## config.mk

```make
export PLATFORM = sky130hd
export DESIGN_NAME = synccmd_link
export DESIGN_NICKNAME = d
export VERILOG_FILES = /design/src/rtl/synccmd_pkg.sv /design/src/rtl/synccmd_enc.sv /design/src/rtl/synccmd_dec.sv /design/src/rtl/synccmd_offset.sv /design/src/rtl/synccmd_link.sv
export SDC_FILE = /design/constraint.sdc
export NUM_CORES = 1
export LEC_CHECK = 0
export BUFFER_PORTS_ARGS = -buffer_cell sky130_fd_sc_hd__clkbuf_2
export CORE_UTILIZATION = 50
export DETAILED_ROUTE_END_ITERATION = 10
export GPL_TIMING_DRIVEN = 0
export HOLD_SLACK_MARGIN = 0.08
export PLACE_DENSITY = 0.73
export SLEW_MARGIN = 20
export SYNTH_ARGS = -nofsm -noshare
export SYNTH_HDL_FRONTEND = slang
export SYNTH_SLANG_ARGS = --single-unit
```

## constraint.sdc

```tcl
create_clock -name clk -period 2.4 [get_ports clk]
set_input_delay 0.12 -clock clk [delete_from_list [all_inputs] [get_ports clk]]
set_output_delay 0.12 -clock clk [all_outputs]
set_load 0.02 [all_outputs]
```

## src/rtl/synccmd_pkg.sv

```systemverilog
package synccmd_pkg;
  localparam int CODE_LEN = 3;
  localparam int NKIND    = 3;

  typedef enum logic [1:0] {
    CMD_WSYNC = 2'd0,
    CMD_DEL   = 2'd1,
    CMD_INS   = 2'd2,
    CMD_NONE  = 2'd3
  } cmd_e;

  // serial code, bit 2 goes on the line first
  function automatic logic [CODE_LEN-1:0] cmd_bits(cmd_e c);
    case (c)
      CMD_WSYNC: cmd_bits = 3'b101;
      CMD_DEL:   cmd_bits = 3'b110;
      CMD_INS:   cmd_bits = 3'b111;
      default:   cmd_bits = 3'b000;
    endcase
  endfunction

  // mask bit 0 = word sync, 1 = delete, 2 = insert; lowest bit wins
  function automatic cmd_e pick_cmd(logic [NKIND-1:0] m);
    if (m[0])      pick_cmd = CMD_WSYNC;
    else if (m[1]) pick_cmd = CMD_DEL;
    else if (m[2]) pick_cmd = CMD_INS;
    else           pick_cmd = CMD_NONE;
  endfunction

  function automatic cmd_e decode_tail(logic b1, logic b2);
    case ({b1, b2})
      2'b01:   decode_tail = CMD_WSYNC;
      2'b10:   decode_tail = CMD_DEL;
      2'b11:   decode_tail = CMD_INS;
      default: decode_tail = CMD_NONE;
    endcase
  endfunction

  function automatic logic [NKIND-1:0] cmd_mask(cmd_e c);
    cmd_mask = (c == CMD_NONE) ? '0 : NKIND'(1) << c;
  endfunction
endpackage

```

## src/rtl/synccmd_enc.sv

```systemverilog
module synccmd_enc
  import synccmd_pkg::*;
(
  input  logic             clk,
  input  logic             rst_n,
  input  logic             en,
  input  logic [NKIND-1:0] req,
  output logic             line,
  output logic             start,
  output cmd_e             start_cmd
);
  localparam int CNT_W = $clog2(CODE_LEN);

  logic [CNT_W-1:0]    left;
  logic [CODE_LEN-2:0] tail;
  logic [NKIND-1:0]    pend;
  logic [NKIND-1:0]    want;
  logic [NKIND-1:0]    gnt;
  logic [CODE_LEN-1:0] code_w;

  assign want      = pend | req;
  assign start_cmd = pick_cmd(want);
  assign start     = en && (left == '0) && (start_cmd != CMD_NONE);
  assign gnt       = start ? cmd_mask(start_cmd) : '0;
  assign code_w    = cmd_bits(start_cmd);

  always_ff @(posedge clk) begin
    if (!rst_n || !en) begin
      left <= '0;
      tail <= '0;
      pend <= '0;
      line <= 1'b0;
    end else begin
      pend <= want & ~gnt;
      if (left == '0) begin
        if (start) begin
          line <= code_w[CODE_LEN-1];
          tail <= code_w[CODE_LEN-2:0];
          left <= CNT_W'(CODE_LEN - 1);
        end else begin
          line <= 1'b0;
        end
      end else begin
        line <= tail[CODE_LEN-2];
        tail <= {tail[CODE_LEN-3:0], 1'b0};
        left <= left - 1'b1;
      end
    end
  end
endmodule

```

## src/rtl/synccmd_dec.sv

```systemverilog
module synccmd_dec
  import synccmd_pkg::*;
(
  input  logic             clk,
  input  logic             rst_n,
  input  logic             en,
  input  logic             line,
  output logic [NKIND-1:0] pulse,
  output logic             ws_done
);
  localparam int CNT_W = $clog2(CODE_LEN);

  logic [CNT_W-1:0] left;
  logic             b1;
  logic             at_last;
  cmd_e             tail_cmd;

  assign at_last  = en && (left == CNT_W'(1));
  assign tail_cmd = decode_tail(b1, line);
  assign ws_done  = at_last && (tail_cmd == CMD_WSYNC);

  always_ff @(posedge clk) begin
    if (!rst_n || !en) begin
      left  <= '0;
      b1    <= 1'b0;
      pulse <= '0;
    end else begin
      pulse <= '0;
      if (left == '0) begin
        if (line) left <= CNT_W'(CODE_LEN - 1);
      end else if (at_last) begin
        left  <= '0;
        pulse <= cmd_mask(tail_cmd);
      end else begin
        b1   <= line;
        left <= left - 1'b1;
      end
    end
  end
endmodule

```

## src/rtl/synccmd_offset.sv

```systemverilog
module synccmd_offset #(
  parameter int OFF_W = 8
) (
  input  logic             clk,
  input  logic             rst_n,
  input  logic             en,
  input  logic             loc,
  input  logic             hit,
  output logic [OFF_W-1:0] off,
  output logic             vld
);
  localparam logic [OFF_W-1:0] OFF_MAX = '1;

  function automatic logic [OFF_W-1:0] sat_inc(logic [OFF_W-1:0] v);
    sat_inc = (v == OFF_MAX) ? v : v + 1'b1;
  endfunction

  logic             running;
  logic [OFF_W-1:0] run_cnt;

  always_ff @(posedge clk) begin
    if (!rst_n || !en) begin
      running <= 1'b0;
      run_cnt <= '0;
      off     <= '0;
      vld     <= 1'b0;
    end else begin
      vld <= 1'b0;
      if (hit && (running || loc)) begin
        vld     <= 1'b1;
        off     <= loc ? '0 : run_cnt;
        running <= 1'b0;
        run_cnt <= '0;
      end else if (loc) begin
        running <= 1'b1;
        run_cnt <= OFF_W'(1);
      end else if (running) begin
        run_cnt <= sat_inc(run_cnt);
      end
    end
  end
endmodule

```

## src/rtl/synccmd_link.sv

```systemverilog
module synccmd_link
  import synccmd_pkg::*;
#(
  parameter int OFF_W = 8
) (
  input  logic             clk,
  input  logic             rst_n,
  input  logic             is_master,
  input  logic             req_wsync,
  input  logic             req_del,
  input  logic             req_ins,
  output logic             line_out,
  input  logic             line_in,
  input  logic             loc_wsync,
  output logic             sync_pulse,
  output logic             del_pulse,
  output logic             ins_pulse,
  output logic [OFF_W-1:0] align_off,
  output logic             align_vld
);
  logic             enc_line;
  logic             enc_start;
  cmd_e             enc_cmd;
  logic [NKIND-1:0] dec_pulse;
  logic             ws_done;
  logic             slave_en;
  logic [OFF_W-1:0] off_q;
  logic             vld_q;

  assign slave_en = !is_master;

  synccmd_enc u_enc (
    .clk       (clk),
    .rst_n     (rst_n),
    .en        (is_master),
    .req       ({req_ins, req_del, req_wsync}),
    .line      (enc_line),
    .start     (enc_start),
    .start_cmd (enc_cmd)
  );

  synccmd_dec u_dec (
    .clk     (clk),
    .rst_n   (rst_n),
    .en      (slave_en),
    .line    (line_in),
    .pulse   (dec_pulse),
    .ws_done (ws_done)
  );

  synccmd_offset #(.OFF_W(OFF_W)) u_off (
    .clk   (clk),
    .rst_n (rst_n),
    .en    (slave_en),
    .loc   (loc_wsync),
    .hit   (ws_done),
    .off   (off_q),
    .vld   (vld_q)
  );

  assign line_out   = enc_line & is_master;
  assign sync_pulse = dec_pulse[CMD_WSYNC] & slave_en;
  assign del_pulse  = dec_pulse[CMD_DEL] & slave_en;
  assign ins_pulse  = dec_pulse[CMD_INS] & slave_en;
  assign align_vld  = vld_q & slave_en;
  assign align_off  = off_q;
endmodule

```

# After elaboration in Yosys (flattened, before gate mapping)
# Cells that the tools add are included.
dict set report classes {
  add_sub_neg 3
  eq_ne 13
  shifts 2
  n_mux 21
  n_bitwise 12
  n_reduce_logical 22
}
# op count
set ops {}
lappend ops {{$mux 2} 9}
lappend ops {{$eq 2x2->1 const B} 5}
lappend ops {{$pmux 3 s3} 1}
lappend ops {{$add 8x1->8 const B} 1}
lappend ops {{$eq 8x8->1 const B} 1}
lappend ops {{$logic_not 2->1} 4}
lappend ops {{$mux 8} 1}
lappend ops {{$mux 1} 7}
lappend ops {{$eq 2x1->1 const B} 3}
lappend ops {{$mux 3} 2}
lappend ops {{$ne 2x2->1 const B} 3}
lappend ops {{$pmux 2 s3} 1}
lappend ops {{$reduce_and 2->1} 3}
lappend ops {{$shl 1x2->3 const A} 2}
lappend ops {{$and 1x1->1} 5}
lappend ops {{$logic_and 1x1->1} 5}
lappend ops {{$not 1->1} 4}
lappend ops {{$reduce_or 2->1} 2}
lappend ops {{$reduce_or 4->1} 1}
lappend ops {{$sub 2x1->2 const B} 2}
lappend ops {{$and 3x3->3} 1}
lappend ops {{$logic_or 1x1->1} 3}
lappend ops {{$not 3->3} 1}
lappend ops {{$or 3x3->3} 1}
lappend ops {{other kinds (4)} 5}
dict set report word_totals {
  register_bits 32
  input_bits 8
  output_inout_bits 13
  wordCells 86
}

# Longest topological paths before layout
dict set report logic_depth {
  depth_word 9
  depth_mapped 8
}

# Modules after synthesis
# From an unflattened synthesis, not the netlist that was laid out.
dict set report hier_totals {
  hier_cells 162
  hier_area_um2 1575.3
}
# module instances cells_per_inst area_each_um2 seq_area_each_um2
set modules_own_cells {}
lappend modules_own_cells {synccmd_offset 1 80 813.3 360.3}
lappend modules_own_cells {synccmd_enc 1 45 415.4 160.2}
lappend modules_own_cells {synccmd_dec 1 31 311.5 120.1}
lappend modules_own_cells {synccmd_link 1 6 35.0 0.0}

# Worst setup path after synthesis
# No wires, ideal clock.
dict set report synth_path {
  path_kind {register -> register}
  from {register u_enc.pend[2]}
  to {register u_enc.left[1]}
  setup_ps 120
  t_arrival_ps 1405
  required_time_ps 2280
  setup_slack_ps 875
  stages_incl_launch_ff 8
  period_less_slack_ps 1525
  cell_sequence {dfxtp_1 -> nor2_1 -> o31ai_1 -> inv_1 -> ha_1 -> nand3b_1 -> a31oi_1 -> nor2_1}
}
dict set report synth_between {
  elab_chain_cells 7
}
# item line
set synth_lines {}
lappend synth_lines {{start: declaration} synccmd_enc.sv:16} ;# logic [NKIND-1:0] pend;
lappend synth_lines {{start signal: assignment} synccmd_enc.sv:34} ;# pend <= want & ~gnt;
lappend synth_lines {{$or 3x3->3} synccmd_enc.sv:21} ;# assign want = pend | req;
lappend synth_lines {{$mux 1} synccmd_pkg.sv:26} ;# else if (m[2]) pick_cmd = CMD_INS;
lappend synth_lines {{$mux 2} synccmd_pkg.sv:25} ;# else if (m[1]) pick_cmd = CMD_DEL;
lappend synth_lines {{$mux 2} synccmd_pkg.sv:24} ;# if (m[0]) pick_cmd = CMD_WSYNC;
lappend synth_lines {{$ne 2x2->1} synccmd_enc.sv:23} ;# assign start = en && (left == '0) && (start_cmd != CMD_NONE);
lappend synth_lines {{$logic_and 1x1->1} synccmd_enc.sv:23}
lappend synth_lines {{$ne 2x1->1 (no source line)} n/a}
lappend synth_lines {{end signal: assignment} synccmd_enc.sv:39} ;# left <= CNT_W'(CODE_LEN - 1);
lappend synth_lines {{end signal: assignment} synccmd_enc.sv:46} ;# left <= left - 1'b1;
lappend synth_lines {{end: declaration} synccmd_enc.sv:14} ;# logic [CNT_W-1:0] left;
# Every way passes these cells.
# A chain may end at the register's enable or synchronous reset.

# Worst setup path after layout
# Ends and elaborated chain as after synthesis.

==> impl_metrics.py <==
metrics = {
    "global_route": {
        "antenna_found_initial": 0,
        "grt_pass1_vias": 1055,
        "grt_pass1_wl_um": 4460,
        "grt_max_degree": 11,
        "grt_usage": 0.187,
        "grt-ovfl-total": 0,
    },
    "sta": {
        "fin_tns_setup_ns": 0,
        "holdWs_ns": 0.0931,
        "rsz0062_at_grt": "no",
        "post-route-min-period_ns": 1.77,
        "fin_skew_ns": 0.0105,
        "drv_slew": 0,
        "slew_headroom": 0.744,
        "timing.final.ws_setup_ns": 0.626,
        "setup_viol": 0,
        "worst_pin_slew_ns": 0.381,
        "timing.final.crit_share": 0.739,
        "hold_violations": 0,
        "max_freq_ghz": 0.564,
    },
    "placement": {
        "gp_congestion": 0.806,
        "dp_hpwl_um": 1820,
        "port_buffers": 19,
        "dp_cells": 200,
        "dp_slack_ns": 0.654,
    },
    "run_status": {
        "status": "completed",
    },
    "drt": {
        "dr_total_vias": 1147,
        "routed_wl_um": 2520,
        "first_pass_iters": 4,
        "antenna_violating_nets_post_route": 0,
        "drt_iter0_drc": 45,
        "wire_per_inst_um": 11.9,
        "drc_errors": 0,
        "vias_per_cell": 5.44,
    },
    "synthesis": {
        "synthAdderAreaFrac": 0.102,
        "synth_area_um2": 1480,
        "synth-xor-area-share": 0.0237,
        "synth-async-reset-ratio": 0,
        "synth_cell_types": 41,
        "synth_top_area_frac": 0.434,
        "ys.warnings.count": 0,
        "synthMuxAreaShare": 0.0136,
        "seq_area_frac_synth": 0.434,
        "syn_inst": 150,
        "synth_compound_area_frac": 0.148,
        "synth_top_family_by_area": "simple AND/OR/NAND/NOR gates",
        "synthTopCellsByArea": "dfxtp_1 (43%), ha_1 (10%), nor2_1 (4.8%)",
        "synth_area_per_cell_um2": 9.83,
        "yosys.area.top_type": "dfxtp_1",
        "syn_nets": 170,
        "synth.most_common_cell": "dfxtp_1",
        "synthSimpleGateAreaFrac": 0.237,
        "synth-seq-cells": 32,
        "synth_edf_count": 0,
        "synth_ff_type": "dfxtp_1",
        "ys_top_cells_by_count": "dfxtp_1 (32), nor2_1 (19), ha_1 (12)",
    },
    "setup_path": {
        "crit_type": "flop to flop",
        "r2r-end": "u_enc.left[1]",
        "r2r_start": "u_enc.pend[2]",
        "worstPathCellList": "nor2_1 -> o31ai_1 -> inv_1 -> ha_1 -> nand3b_1 -> a21oi_1 -> a31oi_1 -> nor2_1",
        "r2r_slack_ns": 0.63,
        "worstSetupEndpointType": "flop",
        "slowest_delay_ns": 0.34,
        "crit_family": "compound AO/OA/AOI/OAI gates",
        "critical_path.max_fanout": 6,
        "crit_path_top_delay_cell": "o31ai_1",
        "required_ns": 2.68,
        "crit_buf_inv": 1,
        "crit_arrival_ns": 2.06,
        "reg2regPathDepth": 8,
        "start_kind": "flop",
        "crit_top_cell": "nor2_1",
    },
    "cells_and_area": {
        "nFillCells": 239,
        "antenna_cells": 0,
        "stdcell_count": 211,
        "area_delta_synth_final_pct": 16.3,
        "drive_gt1_frac": 0.228,
        "finalNetCount": 199,
    },
    "floorplan": {
        "dieArea_um2": 3170,
        "coreArea_um2": 2780,
        "ios": 21,
        "num_rows": 19,
        "dieWidth_um": 56.3,
        "initial_utilization": 0.530,
        "die_h_um": 56.3,
    },
    "hold_path": {
        "worstHoldStart": "req_ins",
        "min_path_cells": 3,
        "holdPathEnd": "u_enc.pend[2]",
        "hold_path.class": "primary input to flop",
    },
    "cts": {
        "clkTransAtPathRegs_ns": 0.10,
        "post_cts_buffers": 0,
        "htreeDepth": 2,
        "cts_tree": "yes",
        "clkLatencyLatePin_ns": 0.34,
        "cts_root_buf": "clkbuf_4",
        "numCtsBuffers": 5,
        "cts_buffer_depth": 2,
        "cts_sinks": 32,
        "cts_resized": 0,
    },
    "pwr": {
        "power_mw": 1.04,
        "ir_drop_uv": 695,
        "p_leak_nw": 0.727,
        "power_per_cell_area_nw_per_um2": 604,
    },
    "flow_run": {
        "maxCapViolations": 0,
    },
}
==> sequential cells by signal, indices dropped and copies added, names as in the netlist <==
signal         flops
u_off.running      1
u_dec.left         2
u_off.vld          1
u_enc.line         1
u_off.run_cnt      8
u_enc.left         2
u_off.off          8
u_enc.pend         3
u_enc.tail         2
u_dec.pulse        3
u_dec.b1           1
==> metal layers <==
layer | share of wire | track usage | vias to the layer above
li1 | - | - | 585
met1 | 0.44 | 0.206 | 533
met2 | 0.49 | 0.316 | 22
met3 | 0.033 | 0.0484 | 7
met4 | 0.031 | 0.125 | 0
met5 | 0 | 0 | -
==> where the power goes <==
| part | leakage, nW | total [mW] | internal (mW) | switching, mW |
|---|---|---|---|---|
| combinational | 0.426 | 0.0943 | 0.0405 | 0.0538 |
| sequential | 0.259 | 0.548 | 0.541 | 0.00693 |
| clock | 0.0422 | 0.394 | 0.218 | 0.176 |
==> kinds of logic after synthesis <==
kind of cell	Yosys count
adder cells (fa/ha/maj)	12
multiplexers	2
buffers and inverters	12
XOR/XNOR	4
flip-flops	32
AND/OR/NAND/NOR	60
AO/OA/AOI/OAI	28
==> worst max-delay path by stage <==
stage | cells past startpoint | end | startpoint
floorplan | 7 | u_enc.left[1] | u_enc.pend[2]
global placement | 7 | u_enc.left[1] | u_enc.pend[2]
detailed placement | 7 | u_enc.left[1] | u_enc.pend[2]
CTS | 8 | u_enc.left[1] | u_enc.pend[2]
global route | 8 | u_enc.left[1] | u_enc.pend[2]
finish | 8 | u_enc.left[1] | u_enc.pend[2]
==> worst reg2reg max path, cell delays in order, from the launching register on <==
cell      delay [ns]
dfxtp_1         0.32
nor2_1          0.05
o31ai_1         0.34
inv_1           0.13
ha_1            0.27
nand3b_1        0.27
a21oi_1         0.19
a31oi_1         0.06
nor2_1          0.09
==> repair_timing <==
item	CTS	global route
endpoints found under the setup margin	0	0
endpoints found under the hold margin	2	0
hold buffers	3	0
==> cells in the final DEF, fill, tap and decap left out, drive strengths merged, types with 2 or more instances in the layout <==
cell type    count
nor2            20
nand2b           2
nand3            7
buf              3
and4             2
mux2i            2
a21oi            5
o21ai            3
nand2            9
nand3b           2
dfxtp           32
xor2             3
nor3             6
a211oi           4
o2111ai          2
ha              12
clkbuf          25
and2             2
a31oi            3
nor2b            4
a22o             8
dlygate4sd3      3
inv              9
==> per-stage QoR <==
| stage | util | cell area (um^2) |
|---|---|---|
| 2_1_floorplan | - | 1480 |
| 3_3_place_gp | 0.578 | 1610 |
| 3_5_place_dp | 0.578 | 1610 |
| 4_1_cts | 0.617 | 1720 |
| 5_1_grt | 0.617 | 1720 |
| 6_report | 0.617 | 1720 |
==> cell type report <==
class	instances	area [um^2]	area share
clock buffer	6	41.3	0.0241
tap	31	38.8	0.0226
inverter	9	33.8	0.0197
buffer	3	27.5	0.0160
multi-input combinational	106	773	0.451
clock inverter	2	35.0	0.0204
sequential	32	641	0.373
timing repair buffer	22	125	0.0729
No activity file was read; power rests on OpenSTA's default activity.
